===== src/rtl/bitop_pkg.sv =====
package bitop_pkg;
  typedef enum logic [1:0] {
    ACT_SET  = 2'b00,
    ACT_CLR  = 2'b01,
    ACT_INV  = 2'b10,
    ACT_INV2 = 2'b11
  } act_e;

  typedef enum logic [1:0] {
    TGT_REG  = 2'b00,
    TGT_PTR  = 2'b01,
    TGT_PAGE = 2'b10,
    TGT_PAG2 = 2'b11
  } tgt_e;

  function automatic logic tgt_is_mem(input logic [1:0] m);
    return m != TGT_REG;
  endfunction

  function automatic logic tgt_is_page(input logic [1:0] m);
    return m[1];
  endfunction
endpackage


===== src/rtl/bitop_mask.sv =====
module bitop_mask #(
  parameter int DW = 8,
  localparam int IW = $clog2(DW)
) (
  input  logic [1:0]    op_i,
  input  logic [IW-1:0] idx_i,
  input  logic [DW-1:0] val_i,
  output logic [DW-1:0] mask_o,
  output logic [DW-1:0] res_o
);
  import bitop_pkg::*;

  function automatic logic [DW-1:0] one_hot(input logic [IW-1:0] i);
    logic [DW-1:0] m;
    m = '0;
    m[i] = 1'b1;
    return m;
  endfunction

  function automatic logic [DW-1:0] apply_act(input logic [1:0] op,
                                               input logic [DW-1:0] v,
                                               input logic [DW-1:0] m);
    if (op[1])            return v ^ m;
    else if (op[0])       return v & ~m;
    else                  return v | m;
  endfunction

  assign mask_o = one_hot(idx_i);
  assign res_o  = apply_act(op_i, val_i, mask_o);

  always_comb begin
    a_r1_mask_onehot: assert ($onehot(mask_o));
    a_r1_other_bits_kept: assert ($countones((res_o ^ val_i) & ~mask_o) == 0);
  end
endmodule


===== src/rtl/bitop_seq.sv =====
module bitop_seq #(
  parameter int REG_STATES = 2,
  parameter int MEM_STATES = 8,
  parameter int RD_STEP    = 2,
  parameter int WR_STEP    = 6,
  localparam int CW = $clog2(MEM_STATES + 1)
) (
  input  logic clk,
  input  logic rst_n,
  input  logic start_i,
  input  logic is_mem_i,
  input  logic ack_i,
  output logic accept_o,
  output logic busy_o,
  output logic rd_phase_o,
  output logic wr_phase_o,
  output logic done_o
);
  logic [CW-1:0] step_q;
  logic          busy_q;
  logic [CW-1:0] last_step;
  logic          stall;

  assign last_step  = is_mem_i ? CW'(MEM_STATES) : CW'(REG_STATES);
  assign accept_o   = start_i && !busy_q;
  assign busy_o     = busy_q;
  assign rd_phase_o = busy_q && is_mem_i && (step_q == CW'(RD_STEP));
  assign wr_phase_o = busy_q && is_mem_i && (step_q == CW'(WR_STEP));
  assign stall      = (rd_phase_o || wr_phase_o) && !ack_i;
  assign done_o     = busy_q && (step_q == last_step);

  always_ff @(posedge clk or negedge rst_n) begin
    if (!rst_n) begin
      busy_q <= 1'b0;
      step_q <= '0;
    end else if (accept_o) begin
      busy_q <= 1'b1;
      step_q <= CW'(1);
    end else if (busy_q) begin
      if (done_o) begin
        busy_q <= 1'b0;
        step_q <= '0;
      end else if (!stall) begin
        step_q <= step_q + CW'(1);
      end
    end
  end

  a_r3_done_ends_busy: assert property (@(posedge clk) disable iff (!rst_n)
    done_o |=> !busy_o);
  a_r9_busy_holds: assert property (@(posedge clk) disable iff (!rst_n)
    (busy_o && !done_o) |=> busy_o);
  a_r6_step_range: assert property (@(posedge clk) disable iff (!rst_n)
    busy_o |-> (step_q != '0 && step_q <= CW'(MEM_STATES)));
  a_r7_stall_holds_step: assert property (@(posedge clk) disable iff (!rst_n)
    (busy_o && stall) |=> $stable(step_q));
endmodule


===== src/rtl/bitop_unit.sv =====
module bitop_unit #(
  parameter int             DW         = 8,
  parameter int             AW         = 16,
  parameter int             FLAGW      = 6,
  parameter int             REG_STATES = 2,
  parameter int             MEM_STATES = 8,
  parameter logic [15:0]    PAGE_BASE  = 16'hFF00,
  localparam int            IW         = $clog2(DW)
) (
  input  logic             clk,
  input  logic             rst_n,
  input  logic             start_i,
  input  logic [1:0]       op_i,
  input  logic             idx_from_reg_i,
  input  logic [IW-1:0]    idx_imm_i,
  input  logic [DW-1:0]    idx_reg_i,
  input  logic [1:0]       mode_i,
  input  logic [DW-1:0]    reg_val_i,
  input  logic [AW-1:0]    ptr_i,
  input  logic [DW-1:0]    abs_i,
  input  logic [FLAGW-1:0] flags_i,
  output logic [FLAGW-1:0] flags_o,
  output logic             busy_o,
  output logic             done_o,
  output logic             rd_we_o,
  output logic [DW-1:0]    rd_wdata_o,
  output logic             mem_req_o,
  output logic             mem_we_o,
  output logic [AW-1:0]    mem_addr_o,
  output logic [DW-1:0]    mem_wdata_o,
  input  logic [DW-1:0]    mem_rdata_i,
  input  logic             mem_ack_i
);
  import bitop_pkg::*;

  logic             accept, rd_phase, wr_phase, rd_take;
  logic [1:0]       op_q;
  logic [IW-1:0]    idx_q;
  logic             is_mem_q;
  logic [AW-1:0]    addr_q;
  logic [DW-1:0]    data_q;
  logic [FLAGW-1:0] flags_q;
  logic [DW-1:0]    mask, result;

  function automatic logic [IW-1:0] pick_index(input logic from_reg,
                                               input logic [IW-1:0] imm,
                                               input logic [DW-1:0] rb);
    return from_reg ? IW'(rb % DW) : imm;
  endfunction

  function automatic logic [AW-1:0] target_addr(input logic [1:0] m,
                                                input logic [AW-1:0] p,
                                                input logic [DW-1:0] a);
    return tgt_is_page(m) ? (AW'(PAGE_BASE) + AW'(a)) : p;
  endfunction

  bitop_seq #(
    .REG_STATES(REG_STATES),
    .MEM_STATES(MEM_STATES)
  ) u_seq (
    .clk       (clk),
    .rst_n     (rst_n),
    .start_i   (start_i),
    .is_mem_i  (is_mem_q),
    .ack_i     (mem_ack_i),
    .accept_o  (accept),
    .busy_o    (busy_o),
    .rd_phase_o(rd_phase),
    .wr_phase_o(wr_phase),
    .done_o    (done_o)
  );

  bitop_mask #(.DW(DW)) u_mask (
    .op_i  (op_q),
    .idx_i (idx_q),
    .val_i (data_q),
    .mask_o(mask),
    .res_o (result)
  );

  assign rd_take = rd_phase && mem_ack_i;

  always_ff @(posedge clk or negedge rst_n) begin
    if (!rst_n) begin
      op_q     <= '0;
      idx_q    <= '0;
      is_mem_q <= 1'b0;
      addr_q   <= '0;
      data_q   <= '0;
      flags_q  <= '0;
    end else if (accept) begin
      op_q     <= op_i;
      idx_q    <= pick_index(idx_from_reg_i, idx_imm_i, idx_reg_i);
      is_mem_q <= tgt_is_mem(mode_i);
      addr_q   <= target_addr(mode_i, ptr_i, abs_i);
      data_q   <= reg_val_i;
      flags_q  <= flags_i;
    end else if (rd_take) begin
      data_q   <= mem_rdata_i;
    end
  end

  assign flags_o     = flags_q;
  assign rd_we_o     = done_o && !is_mem_q;
  assign rd_wdata_o  = result;
  assign mem_req_o   = rd_phase || wr_phase;
  assign mem_we_o    = wr_phase;
  assign mem_addr_o  = addr_q;
  assign mem_wdata_o = result;

  a_r3_reg_no_bus: assert property (@(posedge clk) disable iff (!rst_n)
    (busy_o && !is_mem_q) |-> !mem_req_o);
  a_r7_req_held: assert property (@(posedge clk) disable iff (!rst_n)
    (mem_req_o && !mem_ack_i) |=> (mem_req_o && $stable(mem_we_o) && $stable(mem_addr_o)));
  a_r4_addr_fixed: assert property (@(posedge clk) disable iff (!rst_n)
    (busy_o && !done_o) |=> $stable(mem_addr_o));
  a_r8_flags_fixed: assert property (@(posedge clk) disable iff (!rst_n)
    busy_o |=> $stable(flags_o));
  a_r9_no_reload: assert property (@(posedge clk) disable iff (!rst_n)
    (busy_o && start_i && !done_o) |=> $stable(op_q));
endmodule


===== config.mk =====
export PLATFORM = sky130hd
export DESIGN_NAME = bitop_unit
export DESIGN_NICKNAME = d
export VERILOG_FILES = /design/src/rtl/bitop_pkg.sv /design/src/rtl/bitop_mask.sv /design/src/rtl/bitop_seq.sv /design/src/rtl/bitop_unit.sv
export SDC_FILE = /design/constraint.sdc
export NUM_CORES = 1
export LEC_CHECK = 0
export BUFFER_PORTS_ARGS = -buffer_cell sky130_fd_sc_hd__buf_2
export CAP_MARGIN = 30
export CORE_ASPECT_RATIO = 0.7
export CORE_UTILIZATION = 46
export DETAILED_ROUTE_END_ITERATION = 10
export PLACE_DENSITY = 0.9
export SLEW_MARGIN = 20
export SYNTH_ARGS = -nofsm -noshare
export SYNTH_HDL_FRONTEND = slang
export SYNTH_HIERARCHICAL = 1
export SYNTH_SLANG_ARGS = --single-unit

===== constraint.sdc =====
create_clock -name clk -period 1.79 [get_ports clk]
set_input_delay 0 -clock clk [delete_from_list [all_inputs] [get_ports clk]]
set_output_delay 0 -clock clk [all_outputs]
set_load 0.01 [all_outputs]

==> Word-level counts from Yosys, hierarchy flattened <==
Cells that the tools add are included.
{ "classes": {"n_mux": 16, "magnitude_cmp": 2, "n_addsub": 2, "n_reduce_logical": 17, "bitwise_logic": 4, "eq_ne": 4} }
{ "ops": {"columns": ["operator", "n"], "rows": [
  ["$mux W8", 4],
  ["$mux W4", 5],
  ["$mux W16", 1],
  ["$add A9 B9 Y10 const A", 1],
  ["$logic_and A1 B1 Y1", 9],
  ["$and A8 B8 Y8", 1],
  ["$not A8 Y8", 1],
  ["$or A8 B8 Y8", 1],
  ["$xor A8 B8 Y8", 1],
  ["$reduce_bool A2 Y1", 3],
  ["$add A4 B1 Y4 const B", 1],
  ["$eq A4 B2 Y1 const B", 1],
  ["$eq A4 B3 Y1 const B", 1],
  ["$eq A4 B4 Y1", 1],
  ["$lt A3 B4 Y1 const B", 1],
  ["$mux W1", 4],
  ["$demux W1 S3", 1],
  ["$ge A3 B1 Y1 const B", 1],
  ["$logic_not A1 Y1", 3],
  ["$mux W3", 1],
  ["$ne A3 B3 Y1 const B", 1],
  ["$reduce_and A2 Y1", 1],
  ["$logic_or A1 B1 Y1", 1]
]} }
{ "totals": {"inputBits": 66, "register_bits": 41} }

==> Depth between registers and ports, before layout <==
Gate-level depths: netlist (run 1).
{ "logic_depth": {"depth_word": 8, "depth_mapped": 8} }

==> By module <==
The synthesis (run 1) kept the hierarchy.
{ "modules_own_cells": {"columns": ["mod", "area_each_um2", "n_inst", "cells_each"], "rows": [
  ["bitop_unit", 1727.9, 1, 142],
  ["bitop_seq", 302.8, 1, 34],
  ["bitop_mask", 264.0, 1, 26]
]} }

==> Worst setup path after synthesis (run 1) <==
OpenSTA, ideal clock, no wires.
{ "synth_timing": {"path_type": "register to register", "from": "register u_seq.step_q[0]", "to": "register data_q[6]", "path_slack_ns": 0.291, "t_arrival_ns": 1.363, "setup_ns": 0.136, "path_stages_with_launch": 9, "n_path_buf": 2, "cell_sequence": "dfrtp_1 > inv_1 > ha_1 > nand4b_1 > nor2_1 > buf_6 > and2_4 > buf_6 > o311ai_2"} }
{ "synth_between": {"elab_chain_cells": 4} }
{ "synth_lines": {"columns": ["element", "line_no", "text"], "rows": [
  ["from (decl)", "bitop_seq.sv:19", "logic [CW-1:0] step_q;"],
  ["from (signal assigned)", "bitop_seq.sv:44", "step_q <= step_q + CW'(1);"],
  ["$eq A4 B2 Y1", "bitop_seq.sv:27", "assign rd_phase_o = busy_q && is_mem_i && (step_q == CW'(RD_STEP));"],
  ["$logic_and A1 B1 Y1", "bitop_seq.sv:27", null],
  ["net rd_phase", "bitop_unit.sv:36", "logic accept, rd_phase, wr_phase, rd_take;"],
  ["$logic_and A1 B1 Y1", "bitop_unit.sv:81", "assign rd_take = rd_phase && mem_ack_i;"],
  ["$reduce_bool A2 Y1 (no line)", null, null],
  ["to (signal assigned)", "bitop_unit.sv:96", "data_q <= reg_val_i;"],
  ["to (signal assigned)", "bitop_unit.sv:99", "data_q <= mem_rdata_i;"],
  ["to (decl)", "bitop_unit.sv:41", "logic [DW-1:0] data_q;"]
]} }
The timed path passes the listed nets, and every way through them passes these cells.
A chain may end at the register's enable or synchronous reset.

==> Final worst setup path (run 1) <==
{ "layout_timing": {"from": "register u_seq.step_q[0]", "to": "output mem_req_o"} }
{ "layout_between": {"elab_chain_cells": 3, "elab_cells_between_ends": 5, "cone_classes": "2 x eq/ne; 3 x reduce/logical"} }
{ "layout_lines": {"columns": ["element", "line_no", "text"], "rows": [
  ["$eq A4 B2 Y1", "bitop_seq.sv:27", null],
  ["$logic_and A1 B1 Y1", "bitop_seq.sv:27", null],
  ["net rd_phase", "bitop_unit.sv:36", null],
  ["$logic_or A1 B1 Y1", "bitop_unit.sv:106", "assign mem_req_o = rd_phase || wr_phase;"],
  ["to (decl)", "bitop_unit.sv:27", "output logic mem_req_o,"]
]} }
The timed path passes the listed nets, and every way through them passes these cells.

==> results of run 1 <==
sequential cells by signal, indices dropped and copies added (netlist names):
register	cells
u_seq/step_q	4
idx_q	3
u_seq/busy_o	1
data_q	8
flags_o	6
op_q	2
is_mem_q	1
mem_addr_o	16
what timing repair did:
item / CTS / global route
resized for setup: 0 / 0
hold buffers: 27 / 0
hold endpoints to repair: 67 / 0
cell type report:
type | instances | share of cell area (%)
Multi-Input combinational cell | 128 | 33.5
Sequential cell | 41 | 32.3
Timing Repair Buffer | 134 | 26.5
Clock buffer | 7 | 2.72
Tap cell | 69 | 2.72
Inverter | 11 | 1.30
Clock inverter | 1 | 0.946
routing by layer:
| metal | up-vias | global-route usage (%) | share of wire [%] |
|---|---|---|---|
| met1 | 967 | 27.2 | 42 |
| met4 | 0 | 8.10 | 1.7 |
| met5 | - | 0 | 0 |
| li1 | 953 | - | - |
| met2 | 93 | 37.2 | 50 |
| met3 | 8 | 5.23 | 6.1 |
layout by cell type, fill, tap and decap left out, types with 2 or more instances in the layout:
cell type / instances
nand3_1: 2
dfrtp_1: 41
ha_1: 2
o311ai_2: 8
inv_1: 11
mux2i_1: 19
a21oi_1: 13
mux2_2: 14
buf_12: 2
nand2_1: 10
dlygate4sd3_1: 27
o21ai_1: 3
buf_2: 103
mux2_4: 2
and3b_2: 2
buf_4: 2
o22a_1: 9
nor2_1: 16
nand4b_1: 9
clkbuf_8: 6
nor3b_2: 3
o22ai_1: 2
worst reg2reg max path: cells and delay by family, from the launching register on:
family	cells	cell delay [ns]
compound gates	1	0.09
fa+ha+maj	1	0.16
buf+inv	2	0.30
flops	1	0.44
simple gates	3	0.56
power groups by stage:
| stage | clock network (W) | logic (W) | registers (W) |
|---|---|---|---|
| 2_1_floorplan | 0 | 0.00178 | 0.00186 |
| 3_3_place_gp | 0 | 0.00237 | 0.00184 |
| 3_5_place_dp | 0 | 0.00246 | 0.00188 |
| 4_1_cts | 0.000783 | 0.00250 | 0.00187 |
| 5_1_grt | 0.000831 | 0.00276 | 0.00196 |
| 6_report | 0.000770 | 0.00250 | 0.00189 |
per-stage QoR:
| step | hold slack (ns) | total power, W | worst slack (ns) | cell area (um2) |
|---|---|---|---|---|
| after floorplan | -0.296 | 0.00364 | 0.291 | 2290 |
| after global placement | 0.170 | 0.00421 | 0.295 | 2770 |
| after detailed placement | 0.180 | 0.00433 | 0.201 | 2770 |
| after CTS | 0.00451 | 0.00515 | 0.114 | 3150 |
| after global routing | 0.0139 | 0.00556 | 0.00162 | 3170 |
| final | 0.00854 | 0.00516 | 0.109 | 3170 |
worst max path at each step:
stage	start	end	cells after the start
after floorplan	u_seq/step_q[0]$_DFFE_PN0P_	data_q[6]$_DFFE_PN0P_	8
after global placement	u_seq/step_q[0]$_DFFE_PN0P_	u_seq/step_q[3]$_DFFE_PN0P_	6
after detailed placement	u_seq/step_q[0]$_DFFE_PN0P_	data_q[4]$_DFFE_PN0P_	7
after CTS	u_seq/step_q[0]$_DFFE_PN0P_	mem_req_o	6
after global routing	u_seq/step_q[0]$_DFFE_PN0P_	mem_req_o	6
final	u_seq/step_q[0]$_DFFE_PN0P_	mem_req_o	6
==> impl_results.md, run 1 <==
* Clock power share at 14.9%
* Layout area overhead at 38.5%
* Worst-Margin Slew at 0.484 ns
* CP arrival at 1.68 ns
* RSZ-0062 raised after global routing: no
* Share of cells above drive strength 1 at 46.3%
* Gate power share at 48.5%
* Final setup fails at 0
* DRC viols at 0
* Crit Path Max Fanout at 5
* Type of origin of the critical path: register
* Max-cap violations at 0
* Post-synth net total at 269
* Syn Area/Cell at 11.4 um2
* Pre-antenna DRT Iters at 4
* Height of the die at 61.0 um
* Flop pwr share at 36.5%
* CTS clock-pin slew for the worst setup and hold paths at 0.08 ns
* PortBufs at 103
* Final non-filler cell total at 391
* CP cell instances: inv_1 > ha_1 > nand4b_1 > nor2_1 > or2_2 > buf_2
* Ant diodes at 0
* Hold path start: idx_imm_i[2]
* Core box area at 4780 um2
* Area of the multi-input gates at 1060 um2
* Worst Setup End Kind: output port
* Worst IR drop on VDD at 0.886 mV
* Slew headroom at 67.8%
* Fmax at 595 MHz
* Worst hold stages at 3
* Synth warn at 6
* Root Buffer: clkbuf_8
* Syn Std Cell Area at 2290 um2
* Clock sinks at 41
* Worst Hold Path EP: idx_q[2]$_DFFE_PN0P_
* Worst Skew at 0.00587 ns
* CP delay by family, top: simple AND/OR/NAND/NOR gates
* R2r worst-path depth at 7
* CTS tree: yes
* Utilization after layout at 66.4%
* Fillers at 386
* Period utilization at 93.9%
* Num CTS Buffers at 5
* Placed cells at 355
* P_leak at 1.51 nW
* Power Density at 1630 nW/um2
* DP Wirelength at 3670 um
* Internal power at 0.00318 W
* GRT Total Usage at 21.6%
* Mapped Cells at 201
* GPL Wtd Cong at 0.829
* Final Hold Fails at 0
* # H-tree levels at 2
* Min cycle time layout at 1.68 ns
* P_sw at 0.00198 W
* R2R Setup Slk at 0.16 ns
* Required @ worst endpoint at 1.79 ns
* FP Rows at 21
* Clock latency on the worst-skew pair at 0.29 ns
* Initial antenna violation count at 0
* Final wirelength at 5560 um
* Max stage delay on crit path at 0.43 ns
* Setup CP Type: register to output port
* Post-CTS setup buffers at 0
* Hold crit path type: input pin to register
* Die width at 86.4 um
* CP max stage cell: dfrtp_1
* Sequential cell area at 1030 um2
* Grt total ovfl at 0
* DRT iter0 DRCs at 182
* Ports at 109
* First-pass GRT wire length at 8580 um
* R2r endpoint: data_q[4]$_DFFE_PN0P_
* Routed wire per std cell at 14.2 um
* Initial Utilization at 47.9%
* Max-slew violation count at 0
* Largest net degree at the start of global routing at 46
* Critical path buffers and inverters at 2
* Maximum clock path buffer count at 2
* DIE AREA at 5270 um2
* Setup TNS at 0 ns
* Worst reg2reg startpoint: u_seq/step_q[0]$_DFFE_PN0P_
* Status: finished clean
* Vias at 2,021
* # nets final at 389
* Vias in the first global route at 1,883
* Post-DRT Antenna Nets at 0
* Sw Ratio at 38.4%
* Via/cell ratio at 5.17
Power figures use the tool's default switching activity.
==> inputs of run 2 (changes only) <==
--- a/config.mk
+++ b/config.mk
@@ -5,12 +5,13 @@
 export SDC_FILE = /design/constraint.sdc
 export NUM_CORES = 1
 export LEC_CHECK = 0
+export ABC_AREA = 1
 export BUFFER_PORTS_ARGS = -buffer_cell sky130_fd_sc_hd__buf_2
 export CAP_MARGIN = 30
 export CORE_ASPECT_RATIO = 0.7
-export CORE_UTILIZATION = 46
+export CORE_UTILIZATION = 48
 export DETAILED_ROUTE_END_ITERATION = 10
-export PLACE_DENSITY = 0.9
+export PLACE_DENSITY = 0.92
 export SLEW_MARGIN = 20
 export SYNTH_ARGS = -nofsm -noshare
 export SYNTH_HDL_FRONTEND = slang
==> impl_results.md, run 2 <==
* Worst Setup End Kind: output port
* Required @ worst endpoint at 1.79 ns
* Post-DRT Antenna Nets at 0
* Height of the die at 62.0 um
* Crit Path Max Fanout at 4
* Metal2 WL at 3210 um
* First-pass GRT wire length at 10,800 um
* Routed wire per std cell at 12.3 um
* Placed cells at 525
* Most frequent cells in the layout: 167 x nand2_1, 103 x buf_2, 48 x inv_1, 40 x dfrtp_1, 31 x nand3_1
* Vias at 2,686
* Setup TNS at 0 ns
* CP arrival at 1.65 ns
* Initial antenna violation count at 0
* Status: finished clean
* Synth warn at 6
* Most common cell after layout, fill and taps aside: nand2_1
* Max FFs per register at 16
* Fillers at 387
* Mapped Cells at 369
* P_leak at 2.02 nW
* Post-synth net total at 437
* DIE AREA at 5440 um2
* Type of origin of the critical path: register
* Sequential cell area at 1030 um2
* Gate power share at 51.8%
* Root Buffer: clkbuf_8
* Met1 wire length at 3010 um
* Min cycle time layout at 1.65 ns
* DP Wirelength at 4360 um
* CTS tree: yes
* Syn Area/Cell at 6.69 um2
* Fmax at 607 MHz
* DR top layer: met4
* Worst IR drop on VDD at 0.700 mV
* Setup CP Type: register to output port
* DRT iter0 DRCs at 211
* Max-cap violations at 0
* Met3 wire len at 579 um
* Largest net degree at the start of global routing at 46
* CTS clock-pin slew for the worst setup and hold paths at 0.08 ns
* Core box area at 4860 um2
* Initial Utilization at 50.8%
* GPL Wtd Cong at 0.892
* Sw Ratio at 45.5%
* Max-slew violation count at 0
* # nets final at 558
* Clock latency on the worst-skew pair at 0.29 ns
* Period utilization at 92.0%
* PortBufs at 103
* Final setup fails at 0
* Num CTS Buffers at 5
* Internal power at 0.00269 W
* Ports at 109
* GRT Total Usage at 26.2%
* Clock sinks at 41
* Maximum clock path buffer count at 2
* Power Density at 1490 nW/um2
* DRC viols at 0
* Worst-Margin Slew at 0.515 ns
* Vias in the first global route at 2,443
* Die width at 87.7 um
* Syn Std Cell Area at 2470 um2
* FP Rows at 21
* Layout area overhead at 34.4%
* Flop pwr share at 35.9%
* Ant diodes at 0
* Grt total ovfl at 0
* Worst Skew at 0.00512 ns
* Hold crit path type: input pin to register
* # H-tree levels at 2
* Clock power share at 12.3%
* Final wirelength at 6880 um
* RSZ-0062 raised after global routing: no
* Area of the multi-input gates at 1080 um2
* P_sw at 0.00224 W
* Final Hold Fails at 0
* Pre-antenna DRT Iters at 5
* Via/cell ratio at 4.80
* Final non-filler cell total at 560
* Slew headroom at 65.7%
* Share of cells above drive strength 1 at 28.1%
run 2: cell types whose count changed in the layout (fill, tap and decap cells not counted), moves of 6 or more:
cell / previous run / this run
nand3_1: 2 / 31
nand4b_1: 9 / 0
o22a_1: 9 / 0
nand2_2: 0 / 9
nand2_1: 10 / 167
inv_2: 0 / 6
inv_1: 11 / 48
a21oi_1: 13 / 3
mux2i_1: 19 / 0
o311ai_2: 8 / 0
nor2_1: 16 / 24
mux2_2: 14 / 0
o21ai_0: 0 / 6
run 2: what timing repair did:
item,4_1_cts,5_1_grt
setup endpoints to repair,0,9
setup buffers,0,3
hold buffers,24,0
endpoints found under the hold margin,62,0
gates resized for setup,0,4
run 2: metal layers:
metal	global-route usage [%]	vias up
met5	0	-
met4	8.90	0
met3	6.47	11
met2	43.6	141
met1	34.3	1209
li1	-	1325
run 2: critical path, stage by stage, from the launching register on:
cell	delay, ns
dfrtp_1	0.41
inv_2	0.07
ha_1	0.19
nand2_1	0.08
inv_2	0.05
nand2_2	0.07
nor2_1	0.06
or2_2	0.28
buf_2	0.14
run 2: final timing paths:
path                                              from  cells after the start  slack [ns]                          end
setup reg to reg           u_seq/step_q[0]$_DFFE_PN0P_                     10        0.20        data_q[1]$_DFFE_PN0P_
max in group asynchronous                        rst_n                      3        1.10  u_seq/step_q[1]$_DFFE_PN0P_
hold reg to reg                 flags_o[2]$_DFFE_PN0P_                      2        0.48       flags_o[2]$_DFFE_PN0P_
min in group asynchronous                        rst_n                      3        0.31         idx_q[2]$_DFFE_PN0P_
setup / recovery           u_seq/step_q[0]$_DFFE_PN0P_                      8        0.14                    mem_req_o
hold / removal                          mem_rdata_i[0]                      5       0.007        data_q[0]$_DFFE_PN0P_
run 2: metrics by stage:
stage	power [W]	cell area, um2	hold WS, ns	utilization, %	worst slack, ns
floorplan	0.00346	2470	-0.296	-	0.387
global placement	0.00406	2960	0.0984	60.9	0.219
detailed placement	0.00417	2960	0.0949	60.9	0.137
CTS	0.00482	3290	0.00386	67.6	0.0841
global route	0.00541	3320	0.0281	68.2	0.0343
finish	0.00492	3320	0.00687	68.2	0.143
run 2: layout make-up:
class | instances | share of cell area (%)
Multi-Input combinational cell | 253 | 32.7
Sequential cell | 41 | 31.0
Inverter | 56 | 6.57
Timing Repair Buffer | 133 | 24.5
Clock inverter | 2 | 0.453
Clock buffer | 6 | 2.19
Tap cell | 69 | 2.60
run 2: power groups by stage:
stage | Combinational (W) | Clock (W) | Sequential [W]
after floorplan | 0.00168 | 0 | 0.00179
final | 0.00255 | 0.000604 | 0.00177
after global routing | 0.00293 | 0.000661 | 0.00182
after CTS | 0.00245 | 0.000615 | 0.00176
after global placement | 0.00231 | 0 | 0.00175
after detailed placement | 0.00241 | 0 | 0.00176
==> inputs of run 3 (changes only) <==
--- a/config.mk
+++ b/config.mk
@@ -5,13 +5,12 @@
 export SDC_FILE = /design/constraint.sdc
 export NUM_CORES = 1
 export LEC_CHECK = 0
-export ABC_AREA = 1
 export BUFFER_PORTS_ARGS = -buffer_cell sky130_fd_sc_hd__buf_2
 export CAP_MARGIN = 30
 export CORE_ASPECT_RATIO = 0.7
-export CORE_UTILIZATION = 48
+export CORE_UTILIZATION = 42
 export DETAILED_ROUTE_END_ITERATION = 10
-export PLACE_DENSITY = 0.92
+export PLACE_DENSITY = 0.87
 export SLEW_MARGIN = 20
 export SYNTH_ARGS = -nofsm -noshare
 export SYNTH_HDL_FRONTEND = slang
==> constraint.sdc (replaced) <==
create_clock -name clk -period 1.4 [get_ports clk]
set_input_delay 0 -clock clk [delete_from_list [all_inputs] [get_ports clk]]
set_output_delay 0 -clock clk [all_outputs]
set_load 0.01 [all_outputs]
==> impl_results.md, run 3 (synthesized netlist as in run 1, its figures left out) <==
* Crit Path Max Fanout at 4
* Routed wire per std cell at 16.8 um
* Final setup fails at 32
* Most common cell after layout, fill and taps aside: buf_2
* Die width at 90.3 um
* Max-cap violations at 0
* Maximum clock path buffer count at 2
* Hold crit path type: input pin to register
* Max-slew violation count at 0
* Pre-antenna DRT Iters at 4
* Status: finished with violations
* Post-Place Worst Slack at -0.0866 ns
* Hold path start: mem_rdata_i[2]
* DRT iter0 DRCs at 141
* Power Density at 2210 nW/um2
* First-pass GRT wire length at 10,600 um
* Period utilization at 117%
* Layout area overhead at 66.7%
* DRC viols at 0
* Fmax at 609 MHz
* Ant diodes at 0
* Required @ worst endpoint at 1.40 ns
* Initial antenna violation count at 0
* DP Wirelength at 4070 um
* Total Power at 0.00843 W
* CTS clock-pin slew for the worst setup and hold paths at 0.08 ns
* CP max stage cell: dfrtp_1
* Type of origin of the critical path: register
* Clock sinks at 41
* Worst Skew at 0.00910 ns
* Num CTS Buffers at 5
* Final Hold Fails at 0
* CP delay by family, top: flip-flops
* GPL Wtd Cong at 0.771
* Critical path buffers and inverters at 2
* CP cell instances: and3b_1 > o2111a_2 > buf_6 > nor2b_4 > buf_6
* Slew headroom at 68.0%
* Setup CP Type: register to output port
* DIE AREA at 5760 um2
* RSZ-0062 raised after global routing: yes
* Violated checks: setup timing
* Ports at 109
* Min cycle time layout at 1.64 ns
* Grt total ovfl at 0
* Via/cell ratio at 5.21
* Hold WS at 0.00234 ns
* Vias at 2,266
* Final wirelength at 7300 um
* Worst-Margin Slew at 0.480 ns
* FP Rows at 22
* Worst IR drop on VDD at 1.03 mV
* CP arrival at 1.64 ns
* Core box area at 5260 um2
* Height of the die at 63.8 um
* Initial Utilization at 43.6%
* Most frequent cells in the layout: 83 x buf_2, 36 x dfrtp_1, 33 x dlygate4sd3_1, 32 x buf_6, 23 x buf_4
* Top cell by count, worst path: buf_6
* Clock latency on the worst-skew pair at 0.30 ns
* Largest net degree at the start of global routing at 26
* CTS tree: yes
* Worst Setup End Kind: output port
* Root Buffer: clkbuf_8
* Post-DRT Antenna Nets at 0
* Max stage delay on crit path at 0.46 ns
* Max FFs per register at 16
* Vias in the first global route at 2,232
* CP Launch Point: u_seq/step_q[3]$_DFFE_PN0P_
* GRT Total Usage at 24.0%
* # nets final at 430
* PortBufs at 103
* # H-tree levels at 2
* Worst reg2reg startpoint: u_seq/step_q[3]$_DFFE_PN0P_
* Share of cells above drive strength 1 at 55.6%
* Final setup margin at -0.241 ns
* P_leak at 1.79 nW
[run 3: cell types whose count changed in the layout (fill, tap and decap cells not counted), moves of 10 or more]
cell | before | now
buf_4 | 5 | 23
inv_1 | 48 | 10
buf_6 | 0 | 32
a21oi_1 | 3 | 13
nand3_1 | 31 | 2
nand2_1 | 167 | 10
mux2i_1 | 0 | 19
buf_2 | 103 | 83
nor2_1 | 24 | 14
[run 3: per-stage QoR]
stage | util [%] | instances | setup TNS (ns) | cell area (um2)
after detailed placement | 55.0 | 371 | -0.720 | 2890
after global placement | 55.0 | 371 | 0 | 2890
after global routing | 72.7 | 435 | -6.55 | 3820
final | 72.7 | 435 | -4.97 | 3820
after floorplan | - | 201 | -0.832 | 2290
after CTS | 68.1 | 424 | -3.46 | 3580
[run 3: routing by layer]
layer | wire length (um) | vias to the layer above | global-route usage (%)
met5 | 0 | - | 0
met4 | 128 | 0 | 7.46
met3 | 463 | 13 | 6.31
met2 | 3680 | 117 | 42.7
met1 | 3020 | 1102 | 28.5
li1 | - | 1034 | -
[run 3: report_power, final]
| group | switching, W | total [W] | internal [W] |
|---|---|---|---|
| registers | 0.000519 | 0.00232 | 0.00180 |
| clock network | 0.000435 | 0.000787 | 0.000352 |
| logic | 0.00227 | 0.00533 | 0.00306 |
| total | 0.00322 | 0.00843 | 0.00521 |
[run 3: tightest hold or removal path, delay by kind of cell]
kind | cells | cell delay [ns]
AO/OA/AOI/OAI | 1 | 0.08
buffers and inverters | 1 | 0.08
AND/OR/NAND/NOR | 1 | 0.10
[run 3: what timing repair did]
action,in CTS,in global routing
pin swaps,7,9
resized for setup,41,33
hold buffers,33,0
setup endpoints to repair,32,42
hold endpoints to repair,47,0
setup buffers,12,11
[run 3: final timing paths]
check                      cells past startpoint  slack [ns]                     endpoint
max in group asynchronous                      3        0.71          op_q[1]$_DFFE_PN0P_
min                                            3       0.002        data_q[2]$_DFFE_PN0P_
max                                            5       -0.24                      rd_we_o
max reg2reg                                    5       -0.22  u_seq/step_q[2]$_DFFE_PN0P_
min in group asynchronous                      2        0.20   mem_addr_o[12]$_DFFE_PN0P_
min reg2reg                                    1        0.50   mem_addr_o[10]$_DFFE_PN0P_
[run 3: area by class of cell]
cell class,instances,area [um2]
inverter,11,41.3
clock buffer,6,72.6
sequential,41,1030
multi-input combinational,128,1210
tap,72,90.1
clock inverter,2,15.0
fill,336,1440
timing repair buffer,175,1360
